## src/rtl/sd_adc_spi_host.sv

```systemverilog
module sd_adc_spi_host #(
  parameter int DIV_HALF   = 4,
  parameter int SETTLE_CYC = 125000,
  parameter int GAP_HALVES = 4
) (
  input  logic        clk,
  input  logic        rst_n,
  input  logic        req_valid,
  input  logic        req_read,
  input  logic [2:0]  req_addr,
  input  logic        req_cread,
  input  logic        req_wait_rdy,
  input  logic [2:0]  req_bytes,
  input  logic [31:0] req_wdata,
  output logic [31:0] rd_data,
  output logic        done,
  output logic        busy,
  output logic [3:0]  dev_id,
  output logic        sclk,
  output logic        cs_n,
  output logic        mosi,
  input  logic        miso
);
  localparam int GAP_CYC  = GAP_HALVES * DIV_HALF;
  localparam int CMAX     = (SETTLE_CYC > GAP_CYC) ? SETTLE_CYC : GAP_CYC;
  localparam int CW       = $clog2(CMAX + 1);
  localparam int RST_BITS = 48;

  typedef enum logic [2:0] {S_IDLE, S_LEAD, S_LO, S_HI, S_WAIT} st_t;
  typedef enum logic [1:0] {P_BOOT, P_RST, P_ID, P_USER} ph_t;

  st_t         st;
  ph_t         ph;
  logic [CW-1:0] cnt;
  logic [47:0] sh;
  logic [31:0] rx;
  logic [5:0]  bits;
  logic [2:0]  nb;
  logic        rd_q, wait_q;
  logic [1:0]  rdy_s;

  function automatic logic [31:0] align_left(input logic [31:0] d, input logic [2:0] n);
    case (n)
      3'd1:    return {d[7:0], 24'h0};
      3'd2:    return {d[15:0], 16'h0};
      3'd3:    return {d[23:0], 8'h0};
      3'd4:    return d;
      default: return 32'h0;
    endcase
  endfunction

  function automatic logic [31:0] low_mask(input logic [2:0] n);
    case (n)
      3'd1:    return 32'h0000_00FF;
      3'd2:    return 32'h0000_FFFF;
      3'd3:    return 32'h00FF_FFFF;
      3'd4:    return 32'hFFFF_FFFF;
      default: return 32'h0;
    endcase
  endfunction

  wire [2:0] nb_in  = (req_bytes > 3'd4) ? 3'd4 : req_bytes;
  wire [7:0] cmd_in = {1'b0, req_read, req_addr, req_cread, 2'b00};
  wire [31:0] pay_in = req_read ? 32'h0 : align_left(req_wdata, nb_in);
  wire       ready  = ~rdy_s[1];

  assign busy = (st != S_IDLE);

  always_ff @(posedge clk or negedge rst_n) begin
    if (!rst_n) begin
      st      <= S_WAIT;
      ph      <= P_BOOT;
      cnt     <= CW'(GAP_CYC - 1);
      sh      <= '0;
      rx      <= '0;
      bits    <= '0;
      nb      <= '0;
      rd_q    <= 1'b0;
      wait_q  <= 1'b0;
      rdy_s   <= 2'b11;
      rd_data <= '0;
      done    <= 1'b0;
      dev_id  <= '0;
      sclk    <= 1'b1;
      cs_n    <= 1'b1;
      mosi    <= 1'b1;
    end else begin
      rdy_s <= {rdy_s[0], miso};
      done  <= 1'b0;
      case (st)
        S_IDLE: if (req_valid) begin
          st     <= S_LEAD;
          ph     <= P_USER;
          cs_n   <= 1'b0;
          cnt    <= CW'(DIV_HALF - 1);
          sh     <= {cmd_in, pay_in, 8'h00};
          bits   <= {nb_in, 3'b000} + 6'd8;
          nb     <= nb_in;
          rd_q   <= req_read;
          wait_q <= req_wait_rdy;
        end
        S_LEAD: begin
          if (cnt != '0) cnt <= cnt - 1'b1;
          else if (!wait_q || ready) begin
            sclk <= 1'b0;
            mosi <= sh[47];
            sh   <= {sh[46:0], 1'b0};
            cnt  <= CW'(DIV_HALF - 1);
            st   <= S_LO;
          end
        end
        S_LO: begin
          if (cnt != '0) cnt <= cnt - 1'b1;
          else begin
            sclk <= 1'b1;
            rx   <= {rx[30:0], miso};
            bits <= bits - 1'b1;
            cnt  <= CW'(DIV_HALF - 1);
            st   <= S_HI;
          end
        end
        S_HI: begin
          if (cnt != '0) cnt <= cnt - 1'b1;
          else if (bits != '0) begin
            sclk <= 1'b0;
            mosi <= sh[47];
            sh   <= {sh[46:0], 1'b0};
            cnt  <= CW'(DIV_HALF - 1);
            st   <= S_LO;
          end else begin
            cs_n <= 1'b1;
            mosi <= 1'b1;
            st   <= S_WAIT;
            cnt  <= (ph == P_RST) ? CW'(SETTLE_CYC - 1) : CW'(GAP_CYC - 1);
            if (ph == P_ID) dev_id <= rx[3:0];
            if (ph == P_USER) begin
              done <= 1'b1;
              if (rd_q) rd_data <= rx & low_mask(nb);
            end
          end
        end
        S_WAIT: begin
          if (cnt != '0) cnt <= cnt - 1'b1;
          else begin
            case (ph)
              P_BOOT: begin
                ph     <= P_RST;
                st     <= S_LEAD;
                cs_n   <= 1'b0;
                cnt    <= CW'(DIV_HALF - 1);
                sh     <= '1;
                bits   <= 6'(RST_BITS);
                wait_q <= 1'b0;
                rd_q   <= 1'b0;
              end
              P_RST: begin
                ph     <= P_ID;
                st     <= S_LEAD;
                cs_n   <= 1'b0;
                cnt    <= CW'(DIV_HALF - 1);
                sh     <= {8'h60, 40'h0};
                bits   <= 6'd16;
                wait_q <= 1'b0;
                rd_q   <= 1'b1;
              end
              default: st <= S_IDLE;
            endcase
          end
        end
        default: st <= S_IDLE;
      endcase
    end
  end
endmodule

```

## config.mk

```make
export PLATFORM = sky130hd
export DESIGN_NAME = sd_adc_spi_host
export DESIGN_NICKNAME = d
export VERILOG_FILES = /design/src/rtl/sd_adc_spi_host.sv
export SDC_FILE = /design/constraint.sdc
export NUM_CORES = 1
export LEC_CHECK = 0
export CORE_ASPECT_RATIO = 1.2
export CORE_UTILIZATION = 51
export DETAILED_ROUTE_END_ITERATION = 8
export PLACE_DENSITY = 0.71
export REMOVE_ABC_BUFFERS = 1
export SKIP_CTS_REPAIR_TIMING = 1
export SLEW_MARGIN = 0
export SYNTH_ARGS = -nofsm -noshare
export SYNTH_HDL_FRONTEND = slang
export SYNTH_SLANG_ARGS = --single-unit
```

## constraint.sdc

```tcl
create_clock -name clk -period 2.68 [get_ports clk]
set_input_delay 0.536 -clock clk [delete_from_list [all_inputs] [get_ports clk]]
set_output_delay 0.536 -clock clk [all_outputs]
set_load 0.005 [all_outputs]
```

==> run_results.csv, run 1 <==
group,metric,value,unit
run,cap_violations,0,
cells_and_area,antenna_cells,0,
global_routing,grt_pass1_wl,29480,µm
timing,slew_viol_final,0,
die,io_pins,86,
setup_path,critPathMaxStageDelay,0.69,ns
setup_path,crit_path_end_kind,"primary output",
timing,finalHoldViolCount,0,
setup_path,crit_required,2.14,ns
power,p_per_area,589.6,nW/µm²
clock_network,insertion_delay,0.44,ns
cells_and_area,nets,865,
synth,ys_warn_count,0,
timing,setup_viol,0,
synth,seq_area_frac_synth,51.18,%
cells_and_area,mostFrequentLayoutCell,"dfrtp_1",
timing,min_period_over_period,93.84,%
route,num_vias,6026,
clock_network,ctsLongestPathBuffers,2,
synth,synth_edf_count,0,
setup_path,critPathSlowestCell,"dfrtp_1",
cells_and_area,drive_above_1_share,19.06,%
route,avgRoutedWirePerCell,16.91,µm
clock_network,tritoncts,"built",
run_status,status,"finished clean",
die,fp.dieH,135.7,µm
setup_path,path_cells,"nor3_2 > inv_1 > clkdlybuf4s50_1",
timing,skew,0.01195,ns
power,ir_drop,364.2,µV
route,detail_route.iter0.violations,409,
synth,synth_top_area_share,47.73,%
setup_path,crit_family,"buffers and inverters",
synth,synth.area.top_cells,"dfrtp_1 (48%), nand2_1 (6.5%), mux2_2 (5.2%)",
cells_and_area,area_growth,23.19,%
setup_path,critPathMaxFanout,20,
power,power.static_leakage,3.943,nW
synth,synth_flop_cell,"dfrtp_1",
route,remaining_drc_errors,0,
setup_path,cp.arrival,1.98,ns
setup_path,startpoint,"st[0]",
global_routing,overflow,0,
clock_network,cts_sinks,155,
clock_network,cts-root-buf,"clkbuf_16",
route,dr.pass1.iters,6,
timing,tightest_slew,0.9864,ns
die,row_count,48,
placement,hpwl,11850,µm
die,design.core.area,14470,µm²
global_routing,grt_usage,24.41,%
worst_hold_path,hold_path.class,"reg2reg",
setup_path,rr_startpoint,"cnt[1]",
synth,netlist_area,7602,µm²
global_routing,grt_max_degree,55,
global_routing,antenna_found_initial,0,
die,die_w,113.5,µm
route,routed_wl,17400,µm
timing,period_needed,2.515,ns
setup_path,path_class,"reg2out",
clock_network,cts_max_level,4,
setup_path,worst-path-buf-inv,2,
die,start_util,52.52,%
placement,dp_slack,-0.06525,ns
cells_and_area,nFillCells,1177,
setup_path,startpoint_type,"flip-flop",
worst_hold_path,hold_start,"rdy_s[0]",
synth,synth_top_area_cell,"dfrtp_1",
synth,synth_area_per_cell,10.47,µm²
cells_and_area,final_util,64.70,%
placement,gp_congestion,0.8708,
placement,numPortBuffers,85,
timing,slew_headroom,33.73,%
synth,synthArstFlopShare,100.0,%
synth,synth_cell_types,72,
clock_network,clk_pin_slew,0.07,ns
synth,synth_cells,726,
route,drtAntennaViolNets,0,
timing,grt_setup_unrepaired,"no",
timing,fmax,397.6,MHz
die,fp.dieArea,15400,µm²
global_routing,grt_pass1_vias,6209,
synth,synth_seq_cells,155,
route,vias_per_cell,5.856,
clock_network,cts_made_buffers,17,
timing,fin_ws,0.1650,ns
cells_and_area,mostFrequentLayoutCells,"dfrtp_1 (145), nand2_1 (132), clkdlybuf4s50_1 (84), o21ai_0 (59), mux2_2 (35)",
-- report_power, final --
part / internal [W] / switching, W
logic: 0.000273 / 0.000252
registers: 0.00247 / 0.0000881
clock network: 0.00136 / 0.00108
-- cell usage after synthesis, drive strengths merged, types with 5 or more instances --
cell	count
nand2b	6
dfstp	10
clkbuf	23
nand3	7
o21ai	90
inv	13
a2bb2oi	21
dfrtp	145
a21o	5
nor4	9
a222oi	8
a22oi	19
nand2	134
buf	24
a31oi	10
a221oi	8
and3	6
nor2	23
nor3	8
mux2	39
a22o	8
o22a	25
or4	5
a21oi	21
-- logic make-up (layout without fill, tap and decap cells) --
logic type	count (synthesis)	in the layout	share of synthesized area (%)
XOR/XNOR	3	3	0.3457
flip-flops	155	155	51.18
AND/OR/NAND/NOR	225	225	14.19
AO/OA/AOI/OAI	239	239	23.29
adder cells (fa/ha/maj)	4	4	0.6584
multiplexers	40	40	6.106
buffers and inverters	60	163	4.230
-- metal layers --
metal	track usage (%)	vias up	wire (µm)
li1	-	2859	-
met1	29.42	2937	7415
met2	42.16	190	8766
met3	3.848	40	719
met4	12.87	0	500
met5	0	-	0
-- registers in the layout, summed over array words and instances (netlist names), 2 cells and up --
signal   count
sh          48
dev_id       4
rd_data     32
cnt         17
bits         6
rx          32
nb           3
st           3
rdy_s        2
ph           2
-- metrics by stage --
stage / area, µm² / TNS [ns] / std cells / power [W] / hold slack (ns)
2_1_floorplan: 7330 / -90.99 / 679 / 0.002877 / 0.2404
3_3_place_gp: 8716 / 0 / 993 / 0.003095 / 0.3494
3_5_place_dp: 8716 / -0.3380 / 993 / 0.003119 / 0.3479
4_1_cts: 9324 / -0.05308 / 1025 / 0.005568 / -0.01929
5_1_grt: 9365 / 0 / 1029 / 0.005706 / 0.3529
6_report: 9365 / 0 / 1029 / 0.005522 / 0.3544
-- final cells by class --
type | instances | area, µm² | share of cell area (%)
Clock buffer | 18 | 439.2 | 4.689
Clock inverter | 14 | 168.9 | 1.804
Inverter | 13 | 48.80 | 0.5210
Multi-Input combinational cell | 511 | 3415 | 36.46
Sequential cell | 155 | 3891 | 41.55
Tap cell | 200 | 250.2 | 2.672
Timing Repair Buffer | 118 | 1152 | 12.30
-- final timing paths --
path,slack (ns),end,cells after the start
setup / recovery,0.17,busy,3
hold / removal,0.35,rdy_s[1],0
setup reg to reg,0.19,sh[1],9
hold reg to reg,0.35,rdy_s[1],0
max in group asynchronous,1.35,mosi,3
min in group asynchronous,0.55,rx[6],2
No activity file was read; power rests on OpenSTA's default activity.
==> inputs of run 2 (changes only) <==
Settings changed: CTS_CLUSTER_SIZE set to 14.
==> results of run 2 <==
Same layout as run 1: the final DEF is identical, and so are final timing and power.
